`src/rtl/serial_rx_pkg.sv`:
```
package serial_rx_pkg;

    typedef struct packed {
        logic       brk;
        logic       ovr;
        logic       par;
        logic       frm;
        logic [7:0] data;
    } rx_entry_t;

    typedef enum logic [2:0] {
        S_IDLE,
        S_START,
        S_DATA,
        S_PAR,
        S_STOP,
        S_WAIT_HIGH
    } rx_state_e;

endpackage

```
`src/rtl/serial_rx_sync.sv`:
```
module serial_rx_sync #(
    parameter int STAGES = 2
) (
    input  logic clk,
    input  logic rst_n,
    input  logic din,
    output logic dout
);
    logic [STAGES-1:0] chain_q;

    always_ff @(posedge clk or negedge rst_n) begin
        if (!rst_n) chain_q <= '1;
        else        chain_q <= {chain_q[STAGES-2:0], din};
    end

    assign dout = chain_q[STAGES-1];
endmodule

```
`src/rtl/serial_rx_frame.sv`:
```
module serial_rx_frame
    import serial_rx_pkg::*;
#(
    parameter int OSR = 16
) (
    input  logic      clk,
    input  logic      rst_n,
    input  logic      tick,
    input  logic      rx,
    input  logic [1:0] cfg_len,
    input  logic      cfg_par_en,
    input  logic      cfg_par_odd,
    input  logic      cfg_two_stop,
    output logic      push,
    output rx_entry_t entry
);
    localparam int TW = $clog2(OSR);
    localparam logic [TW-1:0] MID  = TW'(OSR / 2 - 1);
    localparam logic [TW-1:0] LAST = TW'(OSR - 1);

    typedef struct packed {
        rx_state_e  st;
        logic [TW-1:0] tcnt;
        logic [2:0] bidx;
        logic [7:0] shreg;
        logic       parx;
        logic       perr;
        logic       allz;
        logic       stop2;
        logic       push;
        rx_entry_t  ent;
    } frame_t;

    frame_t r_q, r_d;
    logic [2:0] last_bit;

    assign last_bit = 3'(cfg_len) + 3'd4;

    always_comb begin
        r_d      = r_q;
        r_d.push = 1'b0;
        if (tick) begin
            case (r_q.st)
                S_IDLE: begin
                    if (!rx) begin
                        r_d.st   = S_START;
                        r_d.tcnt = '0;
                    end
                end
                S_START: begin
                    if (r_q.tcnt == MID) begin
                        r_d.tcnt = '0;
                        if (!rx) begin
                            r_d.st    = S_DATA;
                            r_d.bidx  = '0;
                            r_d.shreg = '0;
                            r_d.parx  = 1'b0;
                            r_d.perr  = 1'b0;
                            r_d.allz  = 1'b1;
                            r_d.stop2 = 1'b0;
                        end else begin
                            r_d.st = S_IDLE;
                        end
                    end else begin
                        r_d.tcnt = r_q.tcnt + 1'b1;
                    end
                end
                S_DATA: begin
                    if (r_q.tcnt == LAST) begin
                        r_d.tcnt           = '0;
                        r_d.shreg[r_q.bidx] = rx;
                        r_d.parx           = r_q.parx ^ rx;
                        r_d.allz           = r_q.allz & ~rx;
                        if (r_q.bidx == last_bit) r_d.st = cfg_par_en ? S_PAR : S_STOP;
                        else                      r_d.bidx = r_q.bidx + 1'b1;
                    end else begin
                        r_d.tcnt = r_q.tcnt + 1'b1;
                    end
                end
                S_PAR: begin
                    if (r_q.tcnt == LAST) begin
                        r_d.tcnt = '0;
                        r_d.perr = r_q.parx ^ rx ^ cfg_par_odd;
                        r_d.allz = r_q.allz & ~rx;
                        r_d.st   = S_STOP;
                    end else begin
                        r_d.tcnt = r_q.tcnt + 1'b1;
                    end
                end
                S_STOP: begin
                    if (r_q.tcnt == LAST) begin
                        r_d.tcnt = '0;
                        if (!rx || !cfg_two_stop || r_q.stop2) begin
                            r_d.push     = 1'b1;
                            r_d.ent.data = r_q.shreg;
                            r_d.ent.par  = r_q.perr;
                            r_d.ent.frm  = ~rx;
                            r_d.ent.brk  = ~rx & r_q.allz & ~r_q.stop2;
                            r_d.ent.ovr  = 1'b0;
                            r_d.st       = rx ? S_IDLE : S_WAIT_HIGH;
                        end else begin
                            r_d.stop2 = 1'b1;
                        end
                    end else begin
                        r_d.tcnt = r_q.tcnt + 1'b1;
                    end
                end
                S_WAIT_HIGH: begin
                    if (rx) r_d.st = S_IDLE;
                end
                default: r_d.st = S_IDLE;
            endcase
        end
    end

    always_ff @(posedge clk or negedge rst_n) begin
        if (!rst_n) begin
            r_q    <= '0;
            r_q.st <= S_IDLE;
        end else begin
            r_q <= r_d;
        end
    end

    assign push  = r_q.push;
    assign entry = r_q.ent;


    short_word_zero_chk: assert property (@(posedge clk) disable iff (!rst_n)
        push && cfg_len == 2'd0 |-> entry.data[7:5] == 3'b000);

    break_shape_chk: assert property (@(posedge clk) disable iff (!rst_n)
        push && entry.brk |-> entry.frm && entry.data == 8'h00);

    single_push_chk: assert property (@(posedge clk) disable iff (!rst_n)
        push |=> !push);

    push_after_tick_chk: assert property (@(posedge clk) disable iff (!rst_n)
        $rose(push) |-> $past(tick));
endmodule

```
`src/rtl/serial_rx_fifo.sv`:
```
module serial_rx_fifo
    import serial_rx_pkg::*;
#(
    parameter int DEPTH = 16
) (
    input  logic      clk,
    input  logic      rst_n,
    input  logic      push,
    input  rx_entry_t wdata,
    input  logic      pop,
    output rx_entry_t rdata,
    output logic      empty,
    output logic      full
);
    localparam int AW = $clog2(DEPTH);
    localparam int CW = $clog2(DEPTH + 1);
    localparam logic [AW-1:0] TOP = AW'(DEPTH - 1);

    typedef struct packed {
        logic [AW-1:0] wptr;
        logic [AW-1:0] rptr;
        logic [CW-1:0] cnt;
    } ptr_t;

    ptr_t      p_q, p_d;
    rx_entry_t mem [DEPTH];
    logic      do_pop, do_push, ovr_hit;
    logic [AW-1:0] newest;

    always_comb begin
        p_d     = p_q;
        do_pop  = pop && (p_q.cnt != '0);
        do_push = push && ((p_q.cnt != CW'(DEPTH)) || do_pop);
        ovr_hit = push && !do_push;
        newest  = (p_q.wptr == '0) ? TOP : p_q.wptr - 1'b1;
        if (do_push) p_d.wptr = (p_q.wptr == TOP) ? '0 : p_q.wptr + 1'b1;
        if (do_pop)  p_d.rptr = (p_q.rptr == TOP) ? '0 : p_q.rptr + 1'b1;
        case ({do_push, do_pop})
            2'b10:   p_d.cnt = p_q.cnt + 1'b1;
            2'b01:   p_d.cnt = p_q.cnt - 1'b1;
            default: p_d.cnt = p_q.cnt;
        endcase
    end

    always_ff @(posedge clk or negedge rst_n) begin
        if (!rst_n) p_q <= '0;
        else        p_q <= p_d;
    end

    always_ff @(posedge clk) begin
        if (do_push) mem[p_q.wptr] <= wdata;
        if (ovr_hit) mem[newest].ovr <= 1'b1;
    end

    assign rdata = mem[p_q.rptr];
    assign empty = (p_q.cnt == '0);
    assign full  = (p_q.cnt == CW'(DEPTH));


    no_overflow_chk: assert property (@(posedge clk) disable iff (!rst_n)
        p_q.cnt <= CW'(DEPTH));

    fill_from_empty_chk: assert property (@(posedge clk) disable iff (!rst_n)
        push && empty && !pop |=> !empty);

    overrun_hold_chk: assert property (@(posedge clk) disable iff (!rst_n)
        push && full && !pop |=> full && $stable(p_q.wptr));

    pop_empty_chk: assert property (@(posedge clk) disable iff (!rst_n)
        pop && empty && !push |=> empty && $stable(p_q.rptr));
endmodule

```
`src/rtl/serial_rx_queue.sv`:
```
module serial_rx_queue
    import serial_rx_pkg::*;
#(
    parameter int OVERSAMPLE  = 16,
    parameter int DEPTH       = 16,
    parameter int SYNC_STAGES = 2
) (
    input  logic       clk,
    input  logic       rst_n,
    input  logic       tick16,
    input  logic       rxd,
    input  logic [1:0] cfg_len,
    input  logic       cfg_par_en,
    input  logic       cfg_par_odd,
    input  logic       cfg_two_stop,
    input  logic       pop,
    output logic [7:0] rd_data,
    output logic       rd_brk,
    output logic       rd_ovr,
    output logic       rd_par,
    output logic       rd_frm,
    output logic       fifo_empty,
    output logic       fifo_full
);
    logic      rx_s;
    logic      f_push;
    rx_entry_t f_ent, q_ent;

    serial_rx_sync #(.STAGES(SYNC_STAGES)) u_sync (
        .clk(clk), .rst_n(rst_n), .din(rxd), .dout(rx_s)
    );

    serial_rx_frame #(.OSR(OVERSAMPLE)) u_frame (
        .clk(clk), .rst_n(rst_n), .tick(tick16), .rx(rx_s),
        .cfg_len(cfg_len), .cfg_par_en(cfg_par_en), .cfg_par_odd(cfg_par_odd),
        .cfg_two_stop(cfg_two_stop), .push(f_push), .entry(f_ent)
    );

    serial_rx_fifo #(.DEPTH(DEPTH)) u_fifo (
        .clk(clk), .rst_n(rst_n), .push(f_push), .wdata(f_ent), .pop(pop),
        .rdata(q_ent), .empty(fifo_empty), .full(fifo_full)
    );

    assign rd_data = q_ent.data;
    assign rd_brk  = q_ent.brk;
    assign rd_ovr  = q_ent.ovr;
    assign rd_par  = q_ent.par;
    assign rd_frm  = q_ent.frm;
endmodule

```
`config.mk`:
```
export PLATFORM = sky130hd
export DESIGN_NAME = serial_rx_queue
export DESIGN_NICKNAME = d
export VERILOG_FILES = /design/src/rtl/serial_rx_pkg.sv /design/src/rtl/serial_rx_sync.sv /design/src/rtl/serial_rx_frame.sv /design/src/rtl/serial_rx_fifo.sv /design/src/rtl/serial_rx_queue.sv
export SDC_FILE = /design/constraint.sdc
export NUM_CORES = 1
export LEC_CHECK = 0
export ABC_AREA = 1
export BUFFER_PORTS_ARGS = -buffer_cell sky130_fd_sc_hd__buf_2
export CORE_MARGIN = 2
export CORE_UTILIZATION = 51
export CTS_CLUSTER_SIZE = 10
export DETAILED_ROUTE_END_ITERATION = 8
export PLACE_DENSITY = 0.66
export SYNTH_ARGS = -nofsm -noshare
export SYNTH_HDL_FRONTEND = slang
export SYNTH_HIERARCHICAL = 1
export SYNTH_SLANG_ARGS = --single-unit
```
`constraint.sdc`:
```
create_clock -name clk -period 6.33 [get_ports clk]
set_input_delay 1.266 -clock clk [delete_from_list [all_inputs] [get_ports clk]]
set_output_delay 1.266 -clock clk [all_outputs]
set_load 0.01 [all_outputs]
```
==> results of run 1 <==
-- power groups by stage --
stage	combinational [mW]	clock (mW)	sequential [mW]
5_1_grt	1.39	1.54	1.87
4_1_cts	1.25	1.48	1.86
6_report	1.24	1.45	1.86
2_1_floorplan	0.967	0	1.83
3_3_place_gp	1.23	0	1.89
3_5_place_dp	1.24	0	1.89
-- critical path, delay by kind of cell, from the launching register on --
family	cells	cell delay, ns
buf+inv	3	1.26
flops	1	0.41
simple gates	2	0.33
compound gates	2	0.27
-- cell families after synthesis --
| family | after synthesis |
|---|---|
| other | 1 |
| AND/OR/NAND/NOR | 492 |
| buffers and inverters | 117 |
| adder cells (fa/ha/maj) | 9 |
| XOR/XNOR | 10 |
| flip-flops | 241 |
| AO/OA/AOI/OAI | 174 |
-- layout by cell type, fill, tap and decap left out, types with 25 or more instances in the layout --
master       n
nand2_1    182
edfxtp_1   192
inv_1       46
o21ai_0    115
o211ai_1    25
o22ai_1     25
nand3_1     82
dfrtp_1     45
clkbuf_16   29
nor2_1     189
-- final cells by class --
| type | instances | area, sq um | share of cell area, % |
|---|---|---|---|
| inverters | 54 | 203 | 1.70 |
| multi-input cells | 686 | 3300 | 27.7 |
| repair buffers | 41 | 250 | 2.10 |
| clock buffers | 49 | 801 | 6.71 |
| well taps | 275 | 344 | 2.88 |
| flip-flops and latches | 241 | 7000 | 58.7 |
| clock inverters | 5 | 32.5 | 0.273 |
-- worst max-delay path by stage --
stage	start	end	slack, ns
3_3_place_gp	u_fifo/p_q[5]	rd_data[4]	2.86
6_report	u_fifo/p_q[5]	rd_data[4]	2.26
4_1_cts	u_fifo/p_q[5]	rd_data[4]	2.22
5_1_grt	u_fifo/p_q[5]	rd_data[4]	2.03
3_5_place_dp	u_fifo/p_q[5]	rd_data[4]	2.79
2_1_floorplan	pop	u_fifo/mem[10][0]	3.61
-- cell usage after synthesis, drive strengths merged --
cell and count:
edfxtp 192, nand3b 10, nand2 190, nand4 2, a21oi 5, o22ai 25, clkbuf 28, dfstp 2
fa 1, o21ai 116, xnor2 4, o31ai 1, ha 8, nand3 84, xor2 6, a21boi 1
inv 52, o211ai 25, clkinv 2, buf 35, conb 1, dfrtp 47, or2 2, nor3 1
a22o 1, nor2 203
-- routing by layer --
metal  share of wire, %  global-route usage [%]  vias to the layer above  routed length [microns]
li1                   -                       -                     3604                        -
met1                 45                    30.5                     3578                    10600
met2                 47                    35.5                      247                    11000
met3                5.5                    2.53                       40                     1280
met4                2.6                    6.23                        0                      619
met5                  0                       0                        -                        0
-- stage by stage --
step	util, %	hold slack [ns]	setup slack [ns]
after floorplan	-	0.345	3.61
after global placement	52.9	0.348	2.86
after global routing	56.9	0.358	2.03
after detailed placement	52.9	0.349	2.79
final	56.9	0.356	2.26
after CTS	56.9	0.357	2.22
-- sequential cells by signal, indices dropped and copies added, names as in the netlist --
name            flops
u_fifo/mem        192
u_fifo/p_q         13
u_frame/entry      11
u_frame/push        1
u_frame/r_q        22
u_sync/chain_q      2
==> flow_summary.toml, run 1 <==
[sta]
grt_setup_unrepaired = "false"
skew_ns = 0.0100
finalWorstPathRequiredPeriod_ns = 4.07
report.final.slew_viol_count = 0
hold_violations = 0
fin_crit_sh_pct = 64.2
max_freq_ghz = 0.246
fin_setup_tns_ns = 0
slew_headroom_pct = 20.8
worstMarginPinSlew_ns = 1.18
setup_viol = 0

[synth]
synth_area_leaders = "edfxtp_1 (53%), dfrtp_1 (11%), nor2_1 (6.6%), nand2_1 (6.3%), o21ai_0 (5.3%)"
yosysUniqueCellTypes = 37
synth_nets = 1063
synthCells = 1044
yosysTopAreaCell = "edfxtp_1"
synth.area.mux_share_pct = 0
syn_area_sq_um = 10800
synthSimpleGateAreaFrac_pct = 19.5
yosys_warnings = 6
synthXorXnorAreaFrac_pct = 0.809
ys_ff_latch = 241
synth_compound_area_share_pct = 9.03
synth_seq_area_share_pct = 64.6
yosys.area.top_type_share_pct = 53.3
synth_top_family_by_area = "simple AND/OR/NAND/NOR gates"
synthAdderAreaFrac_pct = 1.11
avgSynthCellArea_sq_um = 10.4

[placement]
dp.cells = 1297
dpl_cell_area_sq_um = 11100
place.gp.congestion = 0.811
io_buffers = 23
dpl.hpwl_mm = 14.2

[power_and_ir_drop]
switchingPower_mw = 1.54
power_frac_seq_pct = 40.9
power.leakage_nw = 4.40
intPower_mw = 3.01
ir_worst_vdd_mv = 0.274
clock_power_share_pct = 31.9
power.density_nw_per_um2 = 382
sw_frac_of_total_pct = 33.8
power_frac_comb_pct = 27.3
p_total_mw = 4.55

[finish]
stdcell_area_sq_um = 11900
nFillCells = 1820
antenna_cells = 0
final_nets = 1072
layout-drive-gt1-share_pct = 10.4
fin_cells = 1351
syn_to_final_growth_pct = 10.2

[die]
start_util_pct = 51.7
die_w_microns = 150
num_rows = 53
dieArea_sq_um = 22400
ioPinCount = 24
core_sq_um = 21000
die_h_microns = 150

[detailed_routing]
drt_iter0_drc = 571
route.detailed.drc = 0
drt_first_pass_iters = 5
routed_wirelength_mm = 23.5
ant_nets = 0
wire_per_inst_microns = 17.4
viasPerCell = 5.53
vias = 7469

[global_routing]
grt_pass1_wl_mm = 37.7
groute.usage.overall_pct = 21.5
grt_max_degree = 99
antenna_found_initial = 0
grt_overflow = 0
grt_pass1_vias = 7163

[setup_path]
criticalPathCategory = "reg -> out"
ff2ff_setup_slack_ns = 3.48
start_kind = "register"
cp.arrival_ns = 2.80
cp.required_ns = 5.06
critPathMostFrequentCell = "nand3_1"
critical_path_peak_fanout = 51
slowest_stage = "inv_2"
reg2reg_to = "u_fifo/mem[7][6]"
critPathMaxStageDelay_ns = 0.57
endpoint_kind = "output pin"
rr_worst_depth = 8
rr_startpoint = "u_frame/push"
crit_chain = "inv_2, buf_4, o21ai_0, o211ai_1, nand3_1, nand3_1, buf_2"

[run_status]
status = "completed"

[clocking]
h-tree-depth = 1
cts_resized = 0
cts_buffer_depth = 3
ctsRootBufferMaster = "clkbuf_16"
cts_buffers = 29
cts_sinks = 241
cts_tree = "built"
cts_setup_buffers = 0
clock_latency_ns = 0.53
path_clk_slew_ns = 0.05
hold_buffers = 0

[hold_path]
worstHoldPathType = "reg -> reg"
holdPathStages = 0
hold_start = "u_sync/chain_q[0]"
whs_endpoint = "u_sync/chain_q[1]"

[run]
drv_cap = 0
(Power assumes the default switching activity.)
==> inputs of run 2 (changes only) <==
--- a/config.mk
+++ b/config.mk
@@ -5,7 +5,7 @@
 export SDC_FILE = /design/constraint.sdc
 export NUM_CORES = 1
 export LEC_CHECK = 0
-export ABC_AREA = 1
+export ABC_AREA = 0
 export BUFFER_PORTS_ARGS = -buffer_cell sky130_fd_sc_hd__buf_2
 export CORE_MARGIN = 2
 export CORE_UTILIZATION = 51
==> constraint.sdc (replaced) <==
create_clock -name clk -period 3.76 [get_ports clk]
set_input_delay 0.752 -clock clk [delete_from_list [all_inputs] [get_ports clk]]
set_output_delay 0.752 -clock clk [all_outputs]
set_load 0.01 [all_outputs]
==> run 2 against run 1 <==
- clock skew is essentially flat
- non-clock buffer count increased by 2
- routed wire length fell by 11%
- count of clock-buffer cells in the layout unchanged
- cell area decreased by 0.84%
- sequential power increased by 75%
- synthesized area down 1.5%
- power rose by 50%
- synthesized cell count is 34% lower
- global-route usage decreased by 2.0 points
==> flow_summary.toml, run 2 <==
[detailed_routing]
viasPerCell = 6.00
wire_per_inst_microns = 20.8
top_layer = "met4"
routed_wirelength_mm = 20.8
vias = 5997
route.detailed.drc = 0
met2_length_mm = 10.3
drt_iter0_drc = 514
wl_met3_mm = 1.05
ant_nets = 0
m1WireLength_mm = 9.13
drt_first_pass_iters = 5

[finish]
layout-drive-gt1-share_pct = 21.2
top_regs = "u_fifo/mem: 192 flops, u_frame/r_q: 22 flops, u_fifo/p_q: 13 flops"
layout_common_cells = "edfxtp_1 (192), nor2_1 (51), mux4_2 (48)"
antenna_cells = 0
largest_reg_flops = 192
layout_commonest_cell = "edfxtp_1"
final_nets = 727
syn_to_final_growth_pct = 11.0
max_flop_register = "u_fifo/mem"

[clocking]
cts_resized = 0
path_clk_slew_ns = 0.05
cts_buffer_depth = 3
ctsRootBufferMaster = "clkbuf_16"
clock_latency_ns = 0.53
cts_buffers = 28
cts_setup_buffers = 0
hold_buffers = 0
cts_tree = "built"
h-tree-depth = 1
cts_sinks = 241

[setup_path]
cp.arrival_ns = 2.78
start_kind = "register"
rr_startpoint = "u_fifo/p_q[0]"
endpoint_kind = "output pin"
criticalPathCategory = "reg -> out"
ff2ff_setup_slack_ns = 0.66
reg2reg_to = "u_fifo/p_q[4]"
critical_path_peak_fanout = 35
rr_worst_depth = 8
cp.required_ns = 3.01

[die]
core_sq_um = 20400
die_w_microns = 149
dieArea_sq_um = 22100
ioPinCount = 24
num_rows = 52
die_h_microns = 149
start_util_pct = 52.3

[sta]
grt_setup_unrepaired = "false"
fin_crit_sh_pct = 93.8
hold_ws_ns = 0.322
hold_violations = 0
max_freq_ghz = 0.283
worstMarginPinSlew_ns = 1.12
slew_headroom_pct = 25.3
report.final.slew_viol_count = 0
finalWorstPathRequiredPeriod_ns = 3.53
layout_setup_ws_ns = 0.232
skew_ns = 0.00957
setup_viol = 0
fin_setup_tns_ns = 0

[synth]
synth_ff_type = "edfxtp_1"
ys_ff_latch = 241
synth_common_cells = "edfxtp_1 (192), nor2_1 (51), mux4_2 (48)"
yosysTopAreaCell = "edfxtp_1"
yosysUniqueCellTypes = 70
synth_seq_area_share_pct = 65.6
synth_most_common_cell = "edfxtp_1"
synthCells = 693
avgSynthCellArea_sq_um = 15.4
synth_nets = 712
synth_edf_count = 192
async_flop_share_pct = 20.3
yosys_warnings = 6
yosys.area.top_type_share_pct = 54.1
syn_area_sq_um = 10700
synth_area_leaders = "edfxtp_1 (54%), dfrtp_1 (11%), mux4_2 (10%), mux2i_1 (1.9%), nor2_1 (1.8%)"

[placement]
dpl.hpwl_mm = 13.0
place_ws_ns = 0.706
io_buffers = 23
place.gp.congestion = 0.819

[global_routing]
grt_overflow = 0
groute.usage.overall_pct = 19.5
grt_pass1_vias = 6098
antenna_found_initial = 0
grt_pass1_wl_mm = 33.5
grt_max_degree = 39

[power_and_ir_drop]
power.density_nw_per_um2 = 576
power.leakage_nw = 3.88
ir_worst_vdd_mv = 0.315

[run_status]
status = "completed"

[run]
drv_cap = 0

[hold_path]
worstHoldPathType = "in -> async"
-- run 2: power breakdown --
group | internal, mW | switching (mW) | total (mW)
clock network | 1.41 | 0.978 | 2.39
logic | 0.619 | 0.558 | 1.18
registers | 2.92 | 0.330 | 3.25
-- run 2: cells by family after synthesis --
family | Yosys count | synth area share, %
mux | 84 | 13.8
other cells | 1 | 0.0352
compound gates | 116 | 7.22
simple gates | 165 | 8.25
xor+xnor | 9 | 0.740
fa+ha+maj | 9 | 1.13
buf+inv | 68 | 3.18
flops | 241 | 65.6
-- run 2: critical path, cell delays in order (launching register included) --
cell and delay, ns:
dfrtp_4 0.88, buf_12 0.29, mux4_2 0.51, mux2i_1 0.18, a21oi_1 0.13, buf_2 0.22
-- run 2: worst max path at each step --
stage                       start          endpoint  slack, ns  cells after the start
floorplan           u_fifo/p_q[9]  u_fifo/mem[3][0]       0.73                      6
global placement    u_fifo/p_q[5]        rd_data[7]       0.77                      5
detailed placement  u_fifo/p_q[0]     u_fifo/p_q[4]       0.71                      8
CTS                 u_fifo/p_q[5]            rd_brk       0.17                      5
global route        u_fifo/p_q[5]        rd_data[6]       0.03                      5
finish              u_fifo/p_q[5]            rd_brk       0.23                      5
-- run 2: area by class of cell --
cell class | count | area [sq um]
Fill cell | 1559 | 8540
Clock buffer | 49 | 790
Timing Repair Buffer | 43 | 303
Clock inverter | 3 | 23.8
Tap cell | 270 | 338
Inverter | 10 | 37.5
Multi-Input combinational cell | 384 | 3340
Sequential cell | 241 | 7000
-- run 2: metrics by stage --
stage	area (sq um)	std cells	total power [mW]	util, %
2_1_floorplan	10700	693	4.11	-
3_3_place_gp	11000	948	4.46	54.1
3_5_place_dp	11000	948	4.49	54.1
4_1_cts	11800	1000	6.88	58.1
5_1_grt	11800	1000	7.13	58.1
6_report	11800	1000	6.81	58.1
-- run 2: layer usage --
| metal | track usage, % | vias to the layer above |
|---|---|---|
| met2 | 33.0 | 192 |
| met3 | 2.70 | 30 |
| met5 | 0 | - |
| met1 | 27.3 | 3077 |
| met4 | 4.95 | 0 |
| li1 | - | 2698 |
==> inputs of run 3 (changes only) <==
--- a/config.mk
+++ b/config.mk
@@ -7,10 +7,12 @@
 export LEC_CHECK = 0
 export ABC_AREA = 0
 export BUFFER_PORTS_ARGS = -buffer_cell sky130_fd_sc_hd__buf_2
-export CORE_MARGIN = 2
+export CORE_ASPECT_RATIO = 1.75
+export CORE_MARGIN = 1.5
 export CORE_UTILIZATION = 51
 export CTS_CLUSTER_SIZE = 10
 export DETAILED_ROUTE_END_ITERATION = 8
+export GPL_TIMING_DRIVEN = 1
 export PLACE_DENSITY = 0.66
 export SYNTH_ARGS = -nofsm -noshare
 export SYNTH_HDL_FRONTEND = slang
==> run 3 against run 2 <==
- the flow now finishes with violations (DRC)
- combinational power barely moved
- non-clock buffer count is 9 higher
- sequential share of layout area fell by 0.094 points
- fmax up 2.4%
- setup slack improved by 0.083 ns
- global-route usage rose by 0.62 points
- worst hold slack improved by 0.012 ns
- via count down 1.0%
- largest cell class unchanged
==> flow_summary.toml, run 3 (synthesis results as in run 2) <==
[finish]
layout-drive-gt1-share_pct = 22.2
layout_commonest_cell = "edfxtp_1"
syn_to_final_growth_pct = 11.2
final_nets = 736
largest_reg_flops = 192
layout_common_cells = "edfxtp_1 (192), nor2_1 (51), mux4_2 (48)"
top_regs = "u_fifo/mem: 192 flops, u_frame/r_q: 22 flops, u_fifo/p_q: 13 flops"
max_flop_register = "u_fifo/mem"
fin_cells = 987
antenna_cells = 0
final_util_pct = 58.1

[power_and_ir_drop]
ir_worst_vdd_mv = 0.436
power_frac_comb_pct = 17.5
sw_frac_of_total_pct = 27.0
power_frac_seq_pct = 47.4
intPower_mw = 4.98
switchingPower_mw = 1.84
p_total_mw = 6.83
power.leakage_nw = 3.92
clock_power_share_pct = 35.1
power.density_nw_per_um2 = 576

[die]
start_util_pct = 52.3
die_w_microns = 112
dieArea_sq_um = 21800
die_h_microns = 194
core_sq_um = 20400
ioPinCount = 24
num_rows = 69

[sta]
finalWorstPathRequiredPeriod_ns = 3.44
setup_viol = 0
fin_setup_tns_ns = 0
grt_setup_unrepaired = "false"
hold_violations = 0
report.final.slew_viol_count = 0
layout_setup_ws_ns = 0.315
max_freq_ghz = 0.290
worstMarginPinSlew_ns = 1.12
fin_crit_sh_pct = 91.6
slew_headroom_pct = 25.2
skew_ns = 0.0121

[placement]
dpl.hpwl_mm = 14.1
place.gp.congestion = 0.821
dp.cells = 935
io_buffers = 23
place_ws_ns = 0.743

[clocking]
cts_setup_buffers = 0
cts_buffers = 28
cts_buffer_depth = 3
ctsRootBufferMaster = "clkbuf_16"
cts_sinks = 241
cts_tree = "built"
h-tree-depth = 1
hold_buffers = 0
cts_resized = 0
clock_latency_ns = 0.51
path_clk_slew_ns = 0.06

[setup_path]
rr_worst_depth = 8
ff2ff_setup_slack_ns = 0.73
critical_path_peak_fanout = 20
slowest_stage = "dfrtp_4"
criticalPathCategory = "reg -> out"
cp-startpoint = "u_fifo/p_q[5]"
critPathMaxStageDelay_ns = 0.70
crit_chain = "buf_4, mux4_2, nor2b_1, a211oi_1, a21oi_1, buf_2"
rr_startpoint = "u_fifo/p_q[0]"
start_kind = "register"
cp.required_ns = 3.01
reg2reg_to = "u_fifo/p_q[4]"
endpoint_kind = "output pin"
cp.arrival_ns = 2.69

[hold_path]
holdPathStages = 1
whs_endpoint = "u_sync/chain_q[0]"
worstHoldPathType = "in -> reg"
hold_start = "rxd"

[global_routing]
groute.usage.overall_pct = 20.2
grt_overflow = 0
grt_pass1_wl_mm = 33.9
antenna_found_initial = 0
grt_pass1_vias = 6208
grt_max_degree = 50

[detailed_routing]
routed_wirelength_mm = 21.4
viasPerCell = 6.01
route.detailed.drc = 3
drt_iter0_drc = 377
vias = 5935
drt_first_pass_iters = 8
ant_nets = 0
wire_per_inst_microns = 21.7

[run_status]
status = "finished with violations"
failed_checks = "DRC"

[run]
drv_cap = 0
==> run 3: how the worst max path moves through the flow <==
stage                            end
floorplan           u_fifo/mem[3][0]
global placement          rd_data[3]
detailed placement     u_fifo/p_q[4]
CTS                       rd_data[3]
global route              rd_data[3]
finish                    rd_data[3]
==> run 3: worst max-delay path: cells and delay by family, from the launching register on <==
kind                   cells  cell delay, ns
flip-flops                 1            0.70
multiplexers               1            0.50
buffers and inverters      2            0.48
AO/OA/AOI/OAI              2            0.35
AND/OR/NAND/NOR            1            0.14
==> run 3: cell type report <==
class	count	area [sq um]
fillers	1570	8530
flip-flops and latches	241	7000
multi-input cells	384	3340
clock buffers	51	808
repair buffers	52	345
well taps	248	310
inverters	10	37.5
clock inverters	1	8.76
==> run 3: metrics by stage <==
step,hold slack (ns),cell area (sq um)
2_1_floorplan,0.345,10700
3_3_place_gp,0.346,11000
3_5_place_dp,0.348,11000
4_1_cts,0.303,11800
5_1_grt,0.313,11800
6_report,0.335,11800
==> run 3: metal layers <==
metal	wire length [microns]	vias to the layer above	track usage [%]
met4	603	0	6.42
li1	-	2722	-
met1	8020	2988	23.8
met3	987	45	2.81
met2	11800	180	37.7
met5	0	-	0
==> run 3: power by group through the flow <==
stage	Combinational [mW]	Sequential, mW	Clock [mW]
CTS	1.22	3.24	2.46
global placement	1.17	3.29	0
detailed placement	1.21	3.30	0
finish	1.19	3.24	2.40
floorplan	1.09	3.02	0
global route	1.29	3.27	2.56
